<file path="config.mk">
export PLATFORM = sky130hd
export DESIGN_NAME = alu32
export DESIGN_NICKNAME = d
export VERILOG_FILES = /design/src/rtl/alu32_pkg.sv /design/src/rtl/alu32_cla.sv /design/src/rtl/alu32_ctrl.sv /design/src/rtl/alu32_dp.sv /design/src/rtl/alu32.sv
export SDC_FILE = /design/constraint.sdc
export NUM_CORES = 1
export LEC_CHECK = 0
export ABC_AREA = 0
export CAP_MARGIN = 20
export CELL_PAD_IN_SITES_DETAIL_PLACEMENT = 1
export CELL_PAD_IN_SITES_GLOBAL_PLACEMENT = 1
export CORE_MARGIN = 2
export CORE_UTILIZATION = 35
export DETAILED_ROUTE_END_ITERATION = 10
export GPL_TIMING_DRIVEN = 0
export PLACE_DENSITY_LB_ADDON = 0.1
export SKIP_LAST_GASP = 1
export SYNTH_ARGS = -nofsm -noshare
export SYNTH_HDL_FRONTEND = slang
export SYNTH_SLANG_ARGS = --single-unit
</file>
<file path="constraint.sdc">
create_clock -name vclk -period 12.9
set_input_delay 2.58 -clock vclk [all_inputs]
set_output_delay 2.58 -clock vclk [all_outputs]
set_load 0.05 [all_outputs]
</file>
<file path="src/rtl/alu32_pkg.sv">
package alu32_pkg;

  localparam int DataW  = 32;
  localparam int GroupW = 4;
  localparam int FuncW  = 3;

  localparam logic [FuncW-1:0] FuncAnd = 3'b000;
  localparam logic [FuncW-1:0] FuncOr  = 3'b001;
  localparam logic [FuncW-1:0] FuncAdd = 3'b010;
  localparam logic [FuncW-1:0] FuncSub = 3'b110;
  localparam logic [FuncW-1:0] FuncSlt = 3'b111;

  // Strobes from the decoder to the datapath
  typedef struct packed {
    logic known;       // function code is defined
    logic bInvert;     // feed ~B into the adder
    logic carryIn;     // carry into bit 0
    logic selAnd;      // result from AND plane
    logic selOr;       // result from OR plane
    logic selSum;      // result from adder
    logic selLess;     // result is the corrected less-than bit
    logic arithFlags;  // overflow / carry-out are meaningful
  } aluCtlT;

endpackage

</file>
<file path="src/rtl/alu32_cla.sv">
module alu32_cla #(
  parameter int WIDTH   = 32,
  parameter int GROUP_W = 4
) (
  input  logic [WIDTH-1:0] x,
  input  logic [WIDTH-1:0] y,
  input  logic             cIn,
  output logic [WIDTH-1:0] sum,
  output logic             cOut,
  output logic             cIntoMsb
);

  localparam int NumGroups = WIDTH / GROUP_W;

  logic [WIDTH-1:0]     bitGen;
  logic [WIDTH-1:0]     bitProp;
  logic [WIDTH-1:0]     bitCarry;
  logic [NumGroups-1:0] grpGen;
  logic [NumGroups-1:0] grpProp;
  logic [NumGroups:0]   grpCarry;

  assign bitGen  = x & y;
  assign bitProp = x | y;

  // Group generate / propagate terms
  genvar k;
  generate
    for (k = 0; k < NumGroups; k++) begin : gGroup
      logic [GROUP_W-1:0] gG;
      logic [GROUP_W-1:0] gP;
      logic [GROUP_W-1:0] cLocal;

      assign gG = bitGen[k*GROUP_W +: GROUP_W];
      assign gP = bitProp[k*GROUP_W +: GROUP_W];

      always_comb begin
        logic acc;
        acc = 1'b0;
        for (int j = 0; j < GROUP_W; j++) begin
          acc = gG[j] | (gP[j] & acc);
        end
        grpGen[k]  = acc;
        grpProp[k] = &gP;
      end

      // Flattened lookahead of each bit carry from the group carry-in
      always_comb begin
        for (int i = 0; i < GROUP_W; i++) begin
          logic termAcc;
          logic runP;
          termAcc = 1'b0;
          runP    = 1'b1;
          for (int j = GROUP_W - 1; j >= 0; j--) begin
            if (j < i) begin
              termAcc = termAcc | (runP & gG[j]);
              runP    = runP & gP[j];
            end
          end
          cLocal[i] = termAcc | (runP & grpCarry[k]);
        end
      end

      assign bitCarry[k*GROUP_W +: GROUP_W] = cLocal;
    end
  endgenerate

  // Second-level lookahead across groups
  always_comb begin
    grpCarry[0] = cIn;
    for (int m = 1; m <= NumGroups; m++) begin
      logic termAcc;
      logic runP;
      termAcc = 1'b0;
      runP    = 1'b1;
      for (int j = NumGroups - 1; j >= 0; j--) begin
        if (j < m) begin
          termAcc = termAcc | (runP & grpGen[j]);
          runP    = runP & grpProp[j];
        end
      end
      grpCarry[m] = termAcc | (runP & cIn);
    end
  end

  assign sum      = x ^ y ^ bitCarry;
  assign cOut     = grpCarry[NumGroups];
  assign cIntoMsb = bitCarry[WIDTH-1];

endmodule

</file>
<file path="src/rtl/alu32_ctrl.sv">
module alu32_ctrl
  import alu32_pkg::*;
(
  input  logic [FuncW-1:0] funcSel,
  output aluCtlT           ctl
);

  always_comb begin
    ctl = '0;
    unique case (funcSel)
      FuncAnd: begin
        ctl.known  = 1'b1;
        ctl.selAnd = 1'b1;
      end
      FuncOr: begin
        ctl.known = 1'b1;
        ctl.selOr = 1'b1;
      end
      FuncAdd: begin
        ctl.known      = 1'b1;
        ctl.selSum     = 1'b1;
        ctl.arithFlags = 1'b1;
      end
      FuncSub: begin
        ctl.known      = 1'b1;
        ctl.bInvert    = funcSel[2];
        ctl.carryIn    = funcSel[2];
        ctl.selSum     = 1'b1;
        ctl.arithFlags = 1'b1;
      end
      FuncSlt: begin
        ctl.known      = 1'b1;
        ctl.bInvert    = funcSel[2];
        ctl.carryIn    = funcSel[2];
        ctl.selLess    = 1'b1;
        ctl.arithFlags = 1'b1;
      end
      default: ctl = '0;
    endcase
  end

endmodule

</file>
<file path="src/rtl/alu32_dp.sv">
module alu32_dp
  import alu32_pkg::*;
#(
  parameter int WIDTH   = DataW,
  parameter int GROUP_W = GroupW
) (
  input  logic [WIDTH-1:0] opA,
  input  logic [WIDTH-1:0] opB,
  input  aluCtlT           ctl,
  output logic [WIDTH-1:0] result,
  output logic             zeroFlag,
  output logic             overflowFlag,
  output logic             carryOut
);

  logic [WIDTH-1:0] bFeed;
  logic [WIDTH-1:0] sumVal;
  logic             addCout;
  logic             addCMsb;
  logic             rawOvf;
  logic             lessBit;

  assign bFeed = ctl.bInvert ? ~opB : opB;

  alu32_cla #(
    .WIDTH  (WIDTH),
    .GROUP_W(GROUP_W)
  ) uAdder (
    .x       (opA),
    .y       (bFeed),
    .cIn     (ctl.carryIn),
    .sum     (sumVal),
    .cOut    (addCout),
    .cIntoMsb(addCMsb)
  );

  // Signed overflow: carry into and out of the sign position disagree
  assign rawOvf  = addCout ^ addCMsb;
  // Sign of the difference, corrected when it overflowed
  assign lessBit = sumVal[WIDTH-1] ^ rawOvf;

  always_comb begin
    result = '0;
    if (ctl.selAnd)  result = opA & opB;
    if (ctl.selOr)   result = opA | opB;
    if (ctl.selSum)  result = sumVal;
    if (ctl.selLess) result = {{(WIDTH-1){1'b0}}, lessBit};
  end

  assign zeroFlag     = ctl.known & ~(|result);
  assign overflowFlag = ctl.arithFlags & rawOvf;
  assign carryOut     = ctl.arithFlags & addCout;

endmodule

</file>
<file path="src/rtl/alu32.sv">
module alu32
  import alu32_pkg::*;
#(
  parameter int WIDTH   = DataW,
  parameter int GROUP_W = GroupW
) (
  input  logic [WIDTH-1:0] opA,
  input  logic [WIDTH-1:0] opB,
  input  logic [FuncW-1:0] funcSel,
  output logic [WIDTH-1:0] result,
  output logic             zeroFlag,
  output logic             overflowFlag,
  output logic             carryOut
);

  aluCtlT ctl;

  alu32_ctrl uCtrl (
    .funcSel(funcSel),
    .ctl    (ctl)
  );

  alu32_dp #(
    .WIDTH  (WIDTH),
    .GROUP_W(GROUP_W)
  ) uDp (
    .opA         (opA),
    .opB         (opB),
    .ctl         (ctl),
    .result      (result),
    .zeroFlag    (zeroFlag),
    .overflowFlag(overflowFlag),
    .carryOut    (carryOut)
  );

endmodule

</file>
# Word-level counts from Yosys, hierarchy flattened
# Index checks and enable logic that the tools add are counted.
# W data, S select, Z words.
dict set report word_totals {
  regBits 0
  word_cells 295
  out_inout_bits 35
  in_bits 67
}
dict set report classes {
  n_bitwise 265
  mux 12
  n_eq_ne 4
  n_reduce_logical 14
}
# op n
set op_table {}
lappend op_table {{$mux W32} 5}
lappend op_table {{$and A1 B1 Y1} 155}
lappend op_table {{$or A1 B1 Y1} 100}
lappend op_table {{$and A32 B32 Y32} 2}
lappend op_table {{$or A32 B32 Y32} 2}
lappend op_table {{$xor A32 B32 Y32} 2}
lappend op_table {{$not A32 Y32} 1}
lappend op_table {{$reduce_and A4 Y1} 8}
lappend op_table {{$reduce_or A32 Y1} 1}
lappend op_table {{$eq A3 B3 Y1 const B} 2}
lappend op_table {{$mux W1} 6}
lappend op_table {{$reduce_or A5 Y1} 1}
lappend op_table {{$reduce_or A2 Y1} 2}
lappend op_table {{$eq A3 B1 Y1 const B} 1}
lappend op_table {{$eq A3 B2 Y1 const B} 1}
lappend op_table {{$logic_not A3 Y1} 1}
lappend op_table {{$reduce_or A3 Y1} 1}
lappend op_table {{$mux W2} 1}
lappend op_table {{$xor A1 B1 Y1} 2}
lappend op_table {{$not A1 Y1} 1}

# Longest topological paths before layout
# Gate-level depths: netlist of run 1.
dict set report depth {
  depth_word 27
  mapped_depth 26
  ltp_nobuf 23
}

# Modules after synthesis
# Synthesis of run 1 repeated with hierarchy kept, for this count alone.
dict set report hier_totals {
  hier_cells 539
  area_unflattened_um2 3757.4
}
# module instances cells_each area_per_inst_um2 seq_area_each_um2
set by_module_without_submodules {}
lappend by_module_without_submodules {alu32_cla 1 270 2157.1 0.0}
lappend by_module_without_submodules {alu32_dp 1 260 1536.5 0.0}
lappend by_module_without_submodules {alu32_ctrl 1 9 63.8 0.0}

# Least setup slack after synthesis of run 1
# OpenSTA, ideal clock, no wires.
dict set report synth_path {
  path_kind {input port to output port}
  startpoint {in funcSel[1]}
  endpoint {out zeroFlag}
  stages 26
  t_arrival_ns 9.331
  path_buffers 3
  path_slack_ns 0.989
  cell_sequence {buf_6 clkbuf_1 nand2_1 buf_1 xnor2_1 inv_1 ha_1 or4_1 or2_0 or3_1 a31oi_1 nand4b_1 nand2_1 nor2_1 nor2_1 fa_1 xor2_1 o32ai_1 or4b_1 nor3_1 nand4_1 or4_1 a221o_1 nor4_2 nand4b_1 nor4_2}
}
dict set report synth_between {
  elab_chain_len 27
  elab_cells_between_ends 288
  cone_classes {eq/ne (4); mux (11); bitwise (260); reduce/logical (13)}
}
# element line_no
set synth_rtl {}
lappend synth_rtl {{start, declared} alu32.sv:9} ;# input logic [FuncW-1:0] funcSel,
lappend synth_rtl {{$eq A3 B3 Y1} alu32_ctrl.sv:10} ;# unique case (funcSel)
lappend synth_rtl {{$reduce_or A2 Y1 (no line)} -}
lappend synth_rtl {{$mux W2} alu32_ctrl.sv:10}
lappend synth_rtl {{$mux W32} alu32_dp.sv:23} ;# assign bFeed = ctl.bInvert ? ~opB : opB;
lappend synth_rtl {{$or A32 B32 Y32 / $and A32 B32 Y32 (equally long branches)} {alu32_cla.sv:23, alu32_cla.sv:22}}
lappend synth_rtl {{$and A1 B1 Y1} alu32_cla.sv:40} ;# acc = gG[j] | (gP[j] & acc);
lappend synth_rtl {{$or A1 B1 Y1} alu32_cla.sv:40}
lappend synth_rtl {{$and A1 B1 Y1} alu32_cla.sv:40}
lappend synth_rtl {{[12 not listed]} -}
lappend synth_rtl {{$or A1 B1 Y1} alu32_cla.sv:59} ;# cLocal[i] = termAcc | (runP & grpCarry[k]);
lappend synth_rtl {{$xor A32 B32 Y32} alu32_cla.sv:85} ;# assign sum = x ^ y ^ bitCarry;
lappend synth_rtl {{$mux W32} alu32_dp.sv:46} ;# if (ctl.selSum) result = sumVal;
lappend synth_rtl {{$mux W32 *} alu32_dp.sv:47} ;# if (ctl.selLess) result = {{(WIDTH-1){1'b0}}, lessBit};
lappend synth_rtl {{via result[29]} alu32.sv:10} ;# output logic [WIDTH-1:0] result,
lappend synth_rtl {{$reduce_or A32 Y1 *} alu32_dp.sv:50} ;# assign zeroFlag = ctl.known & ~(|result);
lappend synth_rtl {{$not A1 Y1 *} alu32_dp.sv:50}
lappend synth_rtl {{$and A1 B1 Y1 *} alu32_dp.sv:50}
lappend synth_rtl {{end, declared} alu32.sv:11} ;# output logic zeroFlag,
# The timed path passes the listed nets; every way through them passes the cells marked *.

# Worst setup path after layout of run 1
dict set report layout_path {
  startpoint {in funcSel[2]}
  endpoint {out zeroFlag}
}
dict set report layout_between {
  elab_chain_len 27
  elab_cells_between_ends 288
  cone_classes {eq/ne (4); mux (11); bitwise (260); reduce/logical (13)}
}
# element line_no
set layout_rtl {}
lappend layout_rtl {{$eq A3 B3 Y1} alu32_ctrl.sv:10}
lappend layout_rtl {{$reduce_or A2 Y1 (no line)} -}
lappend layout_rtl {{$mux W2} alu32_ctrl.sv:10}
lappend layout_rtl {{$mux W32} alu32_dp.sv:23}
lappend layout_rtl {{$or A32 B32 Y32 / $and A32 B32 Y32 (equally long branches)} {alu32_cla.sv:23, alu32_cla.sv:22}}
lappend layout_rtl {{$and A1 B1 Y1} {alu32_cla.sv:40, alu32_cla.sv:55}}
lappend layout_rtl {{$or A1 B1 Y1} {alu32_cla.sv:40, alu32_cla.sv:55}}
lappend layout_rtl {{$and A1 B1 Y1} alu32_cla.sv:40}
lappend layout_rtl {{[11 not listed]} -}
lappend layout_rtl {{$and A1 B1 Y1} alu32_cla.sv:59}
lappend layout_rtl {{$or A1 B1 Y1} alu32_cla.sv:59}
lappend layout_rtl {{$xor A32 B32 Y32 / $xor A1 B1 Y1 (equally long branches)} {alu32_cla.sv:85, alu32_dp.sv:38}}
lappend layout_rtl {{$xor A1 B1 Y1 / $mux W32 (equally long branches)} {alu32_dp.sv:40, alu32_dp.sv:46}}
lappend layout_rtl {{$mux W32} alu32_dp.sv:47}
lappend layout_rtl {{$reduce_or A32 Y1} alu32_dp.sv:50}
lappend layout_rtl {{$not A1 Y1} alu32_dp.sv:50}
lappend layout_rtl {{$and A1 B1 Y1 *} alu32_dp.sv:50}
# Every way passes the cells marked *; elsewhere a longest branch is shown, timed or not.

==> summary.txt, run 1 <==
Power and ir drop
  • Lkg Pwr: approximately 2.1 nW
  • Pwr dens: roughly 60 nW/µm²
  • VDD IR max: 0.0445 mV

Finish
  • Share of layout cells above drive strength 1: 0.0287
  • Area Overhead vs Synth: 33.9%
  • Num sequential: 0
  • Register Area: 0 µm²
  • Fin cells: 726
  • Fin util: 0.479
  • # diodes: 0
  • Final nets: 733
  • Filler Cell Count: 1262
  • Layout clock buffers: 0

Die
  • Initial Util: 0.358
  • Die height: approximately 100 µm
  • IO Count: ~100
  • Total die area: approximately 11000 µm²
  • Chip width: 104 µm
  • Row cnt: 36
  • Area of the core: 9680 µm²

Yosys
  • Synth cell count leaders: 86 x inv_1, 64 x ha_1, 38 x nor2_1
  • Synth Area in Adders: 0.326
  • Yosys Warn Count: 0
  • Synth Area in XOR/XNOR: 0.124
  • Sequential area share after synthesis: 0
  • Simple-gate share of the synthesized area: 0.208
  • Count of cell types in the netlist: 62
  • Mux cell area share after synthesis: 0.0173
  • Largest family of logic cells by synthesized area: adder cells
  • Post-synthesis compound-gate area fraction: 0.210
  • Post-synth top area share: 0.231
  • Top-count cell post-synth: inv_1
  • Synthesized instance count: 492
  • Synth area leader: ha_1
  • Syn_nets: 630
  • Syn Area/Cell: slightly above 7 µm²
  • Mapped Area: 3470 µm²
  • Largest cells by area after synthesis: ha_1 23%, inv_1 9.3%, xnor2_1 7.6%, maj3_1 5.5%, xor2_1 4.8%

Timing
  • Final Setup Violations: 0
  • Tcrit/Tclk final: 0.975
  • Slew headroom: 0.384
  • Maximum clock rate: about 79 MHz
  • Max Slew Vio Count: 0
  • Hold Fails Final Rpt: 0
  • Fin crit period: approximately 13 ns
  • Worst-Margin Slew: between 0.9 and 1 ns
  • RSZ-0062 raised after global routing: false

Place
  • Cell count after placement: 726
  • Detailed Place HPWL: between 10 and 15 mm
  • Final GP Congestion: just under 0.9
  • Port-buffer cells: 101

Drt
  • Remaining antenna violation count: 0
  • Drt initial violations: 94
  • Detailed-route via count: ~3800
  • Drt via density: between 5 and 6
  • Post-Route WL: 12.5 mm
  • First-pass iteration count of the detailed router: 4
  • DRC: 0
  • Avg WL per Cell: 17.2 µm

Clocking
  • Hold Buf Count CTS: 0
  • # resized after CTS: 5
  • Setup bufs post-CTS: 0

Global routing
  • Number of global-route vias before repair: 3885
  • GRT Max-Usage Layer: met2
  • Global-route wire length before repair: 20.2 mm
  • Met1 global-route usage: 0.314
  • Met2 usage: 0.402
  • Antenna violations before repair: 1
  • GRT Total Usage: 0.229
  • Total grt overflow: 0
  • Met3 Usage GRT: 0.0201
  • Largest net degree at the start of global routing: 11

Critical path
  • Crit path required time: 10.32 ns
  • Setup crit end kind: output port
  • Startpoint Class: input pin
  • Worst-path fanout max: 10
  • WP data arrival: around 10 ns
  • Kind of critical path: input pin to output port
  • CP startpoint: funcSel[2]

Worst hold path
  • Worst hold path class: input pin to output port
  • Hold_sp: funcSel[1]

Status
  • Status: complete, no violations

Flow run
  • Max_cap viols: 0
power by group:
| part | switching, mW | internal, mW | leakage [nW] |
|---|---|---|---|
| logic | 0.171 | 0.114 | 2.11 |
| clock network | 0 | 0 | 0 |
| registers | 0 | 0 | 0 |
| total | 0.171 | 0.114 | 2.11 |
critical path, cell delays in order:
cell	delay, ns
clkdlybuf4s50_1	0.62
nand2_1	0.24
buf_2	0.34
xnor2_1	0.26
inv_1	0.07
ha_1	0.23
or4_1	0.58
or2_0	0.28
or3_1	0.38
a31oi_1	0.34
nand4b_1	0.24
nand2_1	0.11
nor2_1	0.10
nor2_1	0.06
fa_1	0.37
xor2_1	0.18
o32ai_1	0.13
or4b_1	0.53
nor3_1	0.23
nand4_1	0.14
or4_1	0.49
a221o_1	0.35
nor4_2	0.35
nand4b_1	0.24
nor4_2	0.25
clkbuf_2	0.31
worst paths after layout:
check                    end  slack [ns]  depth (start not counted)
setup / recovery    zeroFlag        0.32                         26
hold / removal    result[28]        6.15                          4
metrics by stage:
step                total power [mW]  hold slack [ns]  worst slack (ns)  setup TNS [ns]  instance area [µm²]
finish                         0.286             6.15             0.316               0                 4640
global route                   0.311             6.21            0.0577               0                 4640
CTS                            0.287             6.15           0.00257               0                 4660
detailed placement             0.285             6.14            -0.435          -0.435                 4640
global placement               0.279             6.14            -0.418          -0.418                 4640
floorplan                      0.189             5.45             0.989               0                 3470
kinds of logic (layout without fill, tap and decap cells):
| group | count (synthesis) | in the layout |
|---|---|---|
| buffers and inverters | 103 | 204 |
| AO/OA/AOI/OAI | 108 | 108 |
| AND/OR/NAND/NOR | 136 | 136 |
| XOR/XNOR | 49 | 49 |
| multiplexers | 6 | 6 |
| adder cells (fa/ha/maj) | 90 | 90 |
metal layers:
layer,up-vias,routed length (µm)
met5,-,0
met4,0,179
met3,12,526
met2,98,5840
met1,1818,5940
li1,1878,-
placed cells by master, fill, tap and decap left out, types with 8 or more instances in the layout:
master             n
nor2_1            38
clkdlybuf4s50_1  100
maj3_1            19
o21ai_0           21
inv_1             86
xnor2_1           30
nand2_1           27
or4_1              8
nor3_1            16
ha_1              64
xor2_1            19
a21oi_1           31
clkbuf_1          10
layout make-up:
class                      count  area (µm²)  area share
inverter                      87         327      0.0704
multi-input combinational    389        3070       0.662
buffer                        16        71.3      0.0154
tap                          133         166      0.0359
timing repair buffer         101        1010       0.217
(Power assumes the default switching activity.)
==> run 2: changes to the inputs <==
--- a/config.mk
+++ b/config.mk
@@ -15,6 +15,7 @@
 export GPL_TIMING_DRIVEN = 0
 export PLACE_DENSITY_LB_ADDON = 0.1
 export SKIP_LAST_GASP = 1
+export SLEW_MARGIN = 20
 export SYNTH_ARGS = -nofsm -noshare
 export SYNTH_HDL_FRONTEND = slang
 export SYNTH_SLANG_ARGS = --single-unit
==> results of run 2 <==
Same layout as run 1: the final DEF is identical, and so are final timing and power.
